`config.mk`:
```
export PLATFORM = sky130hd
export DESIGN_NAME = wdcap_seq
export DESIGN_NICKNAME = d
export VERILOG_FILES = /design/src/rtl/wdcap_pkg.sv /design/src/rtl/wdcap_tick_counter.sv /design/src/rtl/wdcap_quantizer.sv /design/src/rtl/wdcap_seq.sv
export SDC_FILE = /design/constraint.sdc
export NUM_CORES = 1
export LEC_CHECK = 0
export ABC_AREA = 1
export BUFFER_PORTS_ARGS = -buffer_cell sky130_fd_sc_hd__clkbuf_2
export CORE_MARGIN = 4
export CORE_UTILIZATION = 45
export DETAILED_ROUTE_END_ITERATION = 7
export GPL_ROUTABILITY_DRIVEN = 0
export PLACE_DENSITY = 0.66
export SLEW_MARGIN = 20
export SYNTH_ARGS = -nofsm -noshare
export SYNTH_HDL_FRONTEND = slang
export SYNTH_SLANG_ARGS = --single-unit
```
`constraint.sdc`:
```
create_clock -name clk -period 2.4 [get_ports clk]
set_input_delay 0.24 -clock clk [delete_from_list [all_inputs] [get_ports clk]]
set_output_delay 0.24 -clock clk [all_outputs]
set_load 0.02 [all_outputs]
```
`src/rtl/wdcap_pkg.sv`:
```
package wdcap_pkg;
    typedef enum logic [1:0] {
        ST_IDLE = 2'd0,
        ST_MEAS = 2'd1,
        ST_DONE = 2'd2
    } cap_state_e;
endpackage

```
`src/rtl/wdcap_tick_counter.sv`:
```
module wdcap_tick_counter #(
    parameter int MAX_TICKS = 46,
    parameter int CNT_W     = 6
) (
    input  logic             clk,
    input  logic             rst_n,
    input  logic             clr,
    input  logic             inc,
    output logic [CNT_W-1:0] cnt
);
    localparam logic [CNT_W-1:0] SAT_VAL = CNT_W'(MAX_TICKS + 1);

    typedef struct packed {
        logic [CNT_W-1:0] cnt;
    } cnt_state_t;

    cnt_state_t s_d, s_q;

    always_comb begin
        s_d = s_q;
        if (clr) begin
            s_d.cnt = '0;
        end else if (inc && (s_q.cnt != SAT_VAL)) begin
            s_d.cnt = s_q.cnt + 1'b1;
        end
    end

    always_ff @(posedge clk or negedge rst_n) begin
        if (!rst_n) s_q <= '0;
        else        s_q <= s_d;
    end

    assign cnt = s_q.cnt;

    // The count never goes past one above the largest normal period
    assert_cnt_saturates_R8: assert property (@(posedge clk) disable iff (!rst_n)
        s_q.cnt <= SAT_VAL);

    // A clear always brings the count back to zero in the next cycle
    assert_clear_to_zero_R6: assert property (@(posedge clk) disable iff (!rst_n)
        clr |=> (s_q.cnt == '0));
endmodule

```
`src/rtl/wdcap_quantizer.sv`:
```
module wdcap_quantizer #(
    parameter int ZERO_TICKS = 1,
    parameter int MAX_TICKS  = 46,
    parameter int CNT_W      = 6,
    localparam int PER_W     = CNT_W + 1
) (
    input  logic [CNT_W-1:0] ticks,
    output logic [PER_W-1:0] res_period,
    output logic             res_zero,
    output logic             res_inf
);
    localparam logic [CNT_W-1:0] ZERO_LIM = CNT_W'(ZERO_TICKS);
    localparam logic [CNT_W-1:0] MAX_LIM  = CNT_W'(MAX_TICKS);

    always_comb begin
        res_zero   = (ticks < ZERO_LIM);
        res_inf    = (ticks > MAX_LIM);
        res_period = {ticks, 1'b1};
        if (res_zero) begin
            res_period = '0;
        end else if (res_inf) begin
            res_period = '1;
        end
    end
endmodule

```
`src/rtl/wdcap_seq.sv`:
```
module wdcap_seq #(
    parameter int ZERO_TICKS = 1,
    parameter int MAX_TICKS  = 46,
    localparam int CNT_W     = $clog2(MAX_TICKS + 2),
    localparam int PER_W     = CNT_W + 1
) (
    input  logic             clk,
    input  logic             rst_n,
    input  logic             sys_rst,
    input  logic             ramp_hit,
    input  logic             tick,
    output logic             charge_req,
    output logic [PER_W-1:0] period,
    output logic             zero_flag,
    output logic             inf_flag,
    output logic             valid
);
    import wdcap_pkg::*;

    typedef struct packed {
        cap_state_e       st;
        logic [PER_W-1:0] per;
        logic             zero;
        logic             inf;
    } seq_state_t;

    seq_state_t s_d, s_q;

    logic             cnt_clr;
    logic             cnt_inc;
    logic [CNT_W-1:0] cnt_val;
    logic [PER_W-1:0] q_period;
    logic             q_zero;
    logic             q_inf;

    assign cnt_clr = (s_q.st != ST_MEAS) || sys_rst;
    assign cnt_inc = (s_q.st == ST_MEAS) && tick && !ramp_hit;

    wdcap_tick_counter #(
        .MAX_TICKS(MAX_TICKS),
        .CNT_W    (CNT_W)
    ) u_counter (
        .clk  (clk),
        .rst_n(rst_n),
        .clr  (cnt_clr),
        .inc  (cnt_inc),
        .cnt  (cnt_val)
    );

    wdcap_quantizer #(
        .ZERO_TICKS(ZERO_TICKS),
        .MAX_TICKS (MAX_TICKS),
        .CNT_W     (CNT_W)
    ) u_quant (
        .ticks     (cnt_val),
        .res_period(q_period),
        .res_zero  (q_zero),
        .res_inf   (q_inf)
    );

    always_comb begin
        s_d = s_q;
        unique case (s_q.st)
            ST_IDLE: begin
                if (!sys_rst) s_d.st = ST_MEAS;
            end
            ST_MEAS: begin
                if (sys_rst) begin
                    s_d.st = ST_IDLE;
                end else if (ramp_hit) begin
                    s_d.st   = ST_DONE;
                    s_d.per  = q_period;
                    s_d.zero = q_zero;
                    s_d.inf  = q_inf;
                end
            end
            ST_DONE: begin
                s_d = s_q;
            end
            default: s_d.st = ST_IDLE;
        endcase
    end

    always_ff @(posedge clk or negedge rst_n) begin
        if (!rst_n) s_q <= '{st: ST_IDLE, per: '0, zero: 1'b0, inf: 1'b0};
        else        s_q <= s_d;
    end

    assign charge_req = (s_q.st == ST_MEAS);
    assign valid      = (s_q.st == ST_DONE);
    assign period     = s_q.per;
    assign zero_flag  = s_q.zero;
    assign inf_flag   = s_q.inf;

    // Sampling and a stored result never coexist
    assert_valid_excl_charge_R10: assert property (@(posedge clk) disable iff (!rst_n)
        !(valid && charge_req));

    // No charge request while supervisor reset holds and nothing is stored
    assert_no_charge_in_reset_R2: assert property (@(posedge clk) disable iff (!rst_n)
        (sys_rst && !charge_req && !valid) |=> !charge_req);

    // Release of supervisor reset starts sampling
    assert_start_on_release_R3: assert property (@(posedge clk) disable iff (!rst_n)
        (!sys_rst && !charge_req && !valid) |=> charge_req);

    // Reset during sampling aborts it
    assert_abort_drops_charge_R6: assert property (@(posedge clk) disable iff (!rst_n)
        (charge_req && sys_rst) |=> (!charge_req && !valid));

    // Comparator hit during sampling ends it with a result
    assert_hit_gives_result_R5: assert property (@(posedge clk) disable iff (!rst_n)
        (charge_req && !sys_rst && ramp_hit) |=> (valid && !charge_req));

    // Stored result never changes
    assert_result_hold_R9: assert property (@(posedge clk) disable iff (!rst_n)
        valid |=> (valid && $stable(period) && $stable(zero_flag) && $stable(inf_flag)));

    // Zero result carries an empty period
    assert_zero_period_R7: assert property (@(posedge clk) disable iff (!rst_n)
        zero_flag |-> (period == '0 && !inf_flag));

    // Infinite result carries an all-ones period
    assert_inf_period_R8: assert property (@(posedge clk) disable iff (!rst_n)
        inf_flag |-> (period == '1));
endmodule

```
Word-level counts from Yosys, hierarchy flattened
Cells that the tools add are included.
- register bits after elaboration: 17
- bits of input ports: 5
- output and inout bits: 11
- logic and storage cells: 33
- $add $sub $neg: 1
- order comparisons: 2
- eq/ne operators: 6
- muxes and demuxes: 8
- bitwise logic cells: 2
- reductions and logical operators: 9
- operators with widths (cell ; number):
    $mux W7 ; 2
    $mux W6 ; 2
    $mux W11 ; 1
    $add A6 B1 Y6 const B ; 1
    $gt A6 B6 Y1 const B ; 1
    $lt A6 B1 Y1 const B ; 1
    $ne A6 B6 Y1 const B ; 1
    $pmux W2 S3 ; 1
    $reduce_and A3 Y1 ; 2
    $mux W2 ; 2
    $logic_and A1 B1 Y1 ; 3
    $ne A3 B3 Y1 const B ; 1
    $eq A2 B1 Y1 const B ; 1
    $eq A2 B2 Y1 const B ; 1
    $logic_not A2 Y1 ; 1
    $ne A2 B1 Y1 const B ; 1
    $ne A2 B2 Y1 const B ; 1
    $not A1 Y1 ; 2
    $reduce_bool A2 Y1 ; 1
    $logic_not A1 Y1 ; 1
    $logic_or A1 B1 Y1 ; 1

Logic depth before layout (Yosys ltp)
- word-level depth: 6
- mapped depth: 9
- depth with buffers taken out: 9

By module
Synthesis repeated with hierarchy kept, for this count alone.
- cell total of the unflattened synthesis: 127
- area total of the unflattened synthesis: 973.4 um^2
- modules (own cells, without submodules) (module ; times used ; cells an instance ; area each (um^2) ; seq. area each (um^2)):
    wdcap_seq ; 1 ; 60 ; 528.0 ; 275.3
    wdcap_tick_counter ; 1 ; 48 ; 352.8 ; 150.1
    wdcap_quantizer ; 1 ; 19 ; 92.6 ; 0.0

Worst setup path before layout
OpenSTA, ideal clock, no wires.
- path kind: reg-to-reg
- from: register s_q[9] (netlist bit)
- to: register u_counter.s_q (netlist bit u_counter.cnt[3])
- library setup time: 0.118 ns
- arrival time: 1.127 ns
- required time: 2.282 ns
- path slack: 1.155 ns
- stages on the path, launching flop included: 8
- buffers on the path: 0
- clock period less this slack: 1.245 ns
- path through: dfrtp_1 > inv_2 > nor2_2 > nand2_1 > nor2_4 > nor2_4 > nand2_1 > nand2_1
- longest elaborated chain between the ends: 5
- elaborated cells on any way between the ends: 8
- classes of those cells: eq/ne (2); mux (1); reduce/logical (5)
- RTL lines (element ; line ; text):
    start, declared ; wdcap_seq.sv:27 ; seq_state_t s_d, s_q;
    start signal, assigned ; wdcap_seq.sv:85 ; if (!rst_n) s_q <= '{st: ST_IDLE, per: '0, zero: 1'b0, inf: 1'b0};
    $eq A2 B1 Y1 ; n/a ;
    named net charge_req ; wdcap_seq.sv:12 ; output logic charge_req,
    $logic_and A1 B1 Y1 (2 in series) ; wdcap_seq.sv:37 ; assign cnt_inc = (s_q.st == ST_MEAS) && tick && !ramp_hit;
    $logic_and A1 B1 Y1 ; wdcap_tick_counter.sv:23 ; end else if (inc && (s_q.cnt != SAT_VAL)) begin
    $reduce_bool A2 Y1 (no line) ; n/a ;
    end signal, assigned ; wdcap_tick_counter.sv:29 ; if (!rst_n) s_q <= '0;
    end signal, assigned ; wdcap_tick_counter.sv:30 ; else s_q <= s_d;
    end, declared ; wdcap_tick_counter.sv:17 ; cnt_state_t s_d, s_q;
The timed path passes the listed nets, and every way through them passes these cells.
A chain may end at the register's enable or synchronous reset.

Worst setup path after layout
- from: register u_counter.s_q (netlist bit u_counter.cnt[1])
- to: register u_counter.s_q (netlist bit u_counter.cnt[3])
- longest elaborated chain between the ends: 3
- elaborated cells on any way between the ends: 6
- classes of those cells: add/sub (1); eq/ne (1); mux (2); reduce/logical (2)
- RTL lines (element ; line):
    $add A6 B1 Y6 or $ne A6 B6 Y1 (tied branches) ; wdcap_tick_counter.sv:24, wdcap_tick_counter.sv:23
    $mux W6 or $logic_and A1 B1 Y1 (tied branches) ; wdcap_tick_counter.sv:23
    $mux W6 or $reduce_bool A2 Y1 (tied branches) ; n/a
Several ways; a longest one is shown, not always the timed one. The select of a mux whose other input is x is not followed.

==> flow_metrics.env <==
export IMPL_status="finished clean"
export IMPL_yosysWarnings=0
export IMPL_ys_types=21
export IMPL_cts_root_buf="clkbuf_4"
export IMPL_drcViolationCount=0
export IMPL_syn_num_nets=129
export IMPL_whs_ns=0.200
export IMPL_synth_top_area_share_pct=44.6
export IMPL_rr_endpoint="u_counter.cnt[3]"
export IMPL_leakage_nw=0.587
export IMPL_final_nets=141
export IMPL_critPathCaptureType="register"
export IMPL_required_ns=2.64
export IMPL_antenna_found_initial=0
export IMPL_cts_made_buffers=3
export IMPL_r2r_slack_ns=1.08
export IMPL_hold_path_depth=4
export IMPL_async_reset_ff_share_pct=100
export IMPL_layout_commonest_cell="nand2_1"
export IMPL_setup_worst_path_start_class="register"
export IMPL_crit_type="reg2reg"
export IMPL_core_mm2=0.00198
export IMPL_via_per_inst=4.65
export IMPL_diodes=0
export IMPL_cts_path_max_buffers=2
export IMPL_rsz0062_at_grt="no"
export IMPL_clock_latency_ns=0.29
export IMPL_drt_wirelength_per_cell_um=10.3
export IMPL_grt_pass1_wl_um=2820
export IMPL_ys_flop_type="dfrtp_1"
export IMPL_slew_headroom_pct=72.5
export IMPL_rr_startpoint="u_counter.cnt[1]"
export IMPL_final_cell_mix="41 x nand2_1, 17 x dfrtp_1, 15 x clkbuf_2"
export IMPL_io_pins=16
export IMPL_synth_area_top_cells="dfrtp_1 45%, nand2_1 16%, buf_4 6.3%"
export IMPL_synthCells=121
export IMPL_post_cts_setup_buffer_count=0
export IMPL_skew_ns=0.00175
export IMPL_drv_slew=0
export IMPL_area_growth_pct=8.39
export IMPL_cp_max_fo=7
export IMPL_rows=16
export IMPL_first_pass_iters=4
export IMPL_grtUsageTotal_pct=13.5
export IMPL_ir_worst_vdd_uv=266
export IMPL_min_path_type="in2reg"
export IMPL_fillerInstances=196
export IMPL_die_y_um=54.1
export IMPL_drive_gt1_share_pct=22.0
export IMPL_synth_edf_count=0
export IMPL_place_port_buffers=15
export IMPL_ys_seq_area_share_pct=44.6
export IMPL_setup_viol_count_final=0
export IMPL_tightest_slew_ns=0.412
export IMPL_yosysTopAreaCell="dfrtp_1"
export IMPL_ys_seq_elements=17
export IMPL_reg2reg_depth=7
export IMPL_dieWidth_um=54.1
export IMPL_grt_pass1_vias=688
export IMPL_overflow=0
export IMPL_grt_max_degree=18
export IMPL_p_per_area_mw_per_mm2=519
export IMPL_die_area_mm2=0.00292
export IMPL_finalCritPeriodShare_pct=55.0
export IMPL_syn_area_um2=955
export IMPL_dpl_hpwl_um=1280
export IMPL_finalHoldViolCount=0
export IMPL_period_needed_ns=1.32
export IMPL_maxCapViolCount=0
export IMPL_drt_total_wl_um=1630
export IMPL_avgSynthCellArea_um2=7.89
export IMPL_tns_ns=0
export IMPL_cp_arrival_ns=1.55
export IMPL_cts_reportedPaths_clkPinSlew_ns=0.09
export IMPL_cts_htree_levels=1
export IMPL_holdPathEnd="s_q[9]"
export IMPL_cts_sinks=17
export IMPL_drt_initial_drc_count=22
export IMPL_initial_core_util_pct=48.2
export IMPL_worstHoldStart="sys_rst"
export IMPL_clock_fmax_mhz=758
export IMPL_postRouteAntennaNets=0
export IMPL_cts_tree="done"
export IMPL_vias=739
==> flip-flops by register name, summed over array words and instances, names as in the netlist <==
register / count
inf_flag: 1
period: 7
zero_flag: 1
u_counter.cnt: 6
s_q: 2
==> how the worst max path moves through the flow <==
stage / start / endpoint / depth (start not counted)
floorplan: s_q[9] / u_counter.cnt[3] / 7
global placement: u_counter.cnt[0] / period[4] / 9
detailed placement: u_counter.cnt[1] / u_counter.cnt[3] / 7
CTS: u_counter.cnt[1] / u_counter.cnt[3] / 7
global route: u_counter.cnt[0] / period[5] / 9
finish: u_counter.cnt[1] / u_counter.cnt[3] / 7
==> critical path, stage by stage, from the launching register on <==
cell and delay, ns:
dfrtp_1 0.44, ha_1 0.23, nand3_2 0.11, nor2_2 0.15, nor2_4 0.07, nor2_4 0.13
nand2_1 0.06, nand2_1 0.07
==> cell usage after synthesis (2+ instances only) <==
cell      n
buf_4     8
dfrtp_1  17
ha_1      3
inv_1    13
inv_2     2
nand2_1  41
nand3_1   7
nand4_1   3
nor2_1    7
nor2_2    3
nor2_4    3
o21ai_0   2
o21ai_1   3
xor2_1    2
==> report_power, final <==
part / switching, mW / internal [mW] / leakage, nW
Combinational: 0.0537 / 0.0243 / 0.342
Clock: 0.0872 / 0.0647 / 0.0150
Sequential: 0.0108 / 0.296 / 0.230
Total: 0.152 / 0.385 / 0.587
==> logic make-up (layout without fill, tap and decap cells) <==
| family | after synthesis | after routing | synth area share [%] |
|---|---|---|---|
| simple gates | 66 | 66 | 31.7 |
| flops | 17 | 17 | 44.6 |
| compound gates | 8 | 8 | 4.85 |
| buf+inv | 25 | 36 | 13.1 |
| fa+ha+maj | 3 | 3 | 3.93 |
| xor+xnor | 2 | 2 | 1.84 |
==> per-stage QoR <==
stage | cell area (um2) | util (%) | power (mW) | std cells | setup slack, ns
floorplan | 955 | - | 0.366 | 121 | 1.16
global placement | 998 | 50.4 | 0.388 | 154 | 1.14
detailed placement | 998 | 50.4 | 0.391 | 154 | 1.11
CTS | 1030 | 52.2 | 0.547 | 159 | 1.09
global route | 1030 | 52.2 | 0.566 | 159 | 0.954
finish | 1030 | 52.2 | 0.537 | 159 | 1.08
==> layer usage <==
| layer | track usage (%) | share of wire (%) | vias to the layer above |
|---|---|---|---|
| met3 | 2.49 | 6.0 | 2 |
| met5 | 0 | 0 | - |
| met1 | 16.0 | 47 | 332 |
| li1 | - | - | 388 |
| met4 | 7.47 | 1.8 | 0 |
| met2 | 23.0 | 46 | 17 |
==> repair_timing <==
item,CTS,global route
endpoints found under the hold margin,17,0
gates resized for setup,0,0
endpoints found under the setup margin,0,0
hold buffers,1,0
==> cell type report <==
| type | count | area (um2) | share of cell area (%) |
|---|---|---|---|
| Inverter | 16 | 60.1 | 5.80 |
| Sequential cell | 17 | 425 | 41.1 |
| Timing Repair Buffer | 16 | 85.1 | 8.22 |
| Tap cell | 27 | 33.8 | 3.26 |
| Clock buffer | 4 | 26.3 | 2.54 |
| Multi-Input combinational cell | 79 | 404 | 39.1 |
Note: power is estimated with default switching activity, not from simulation.
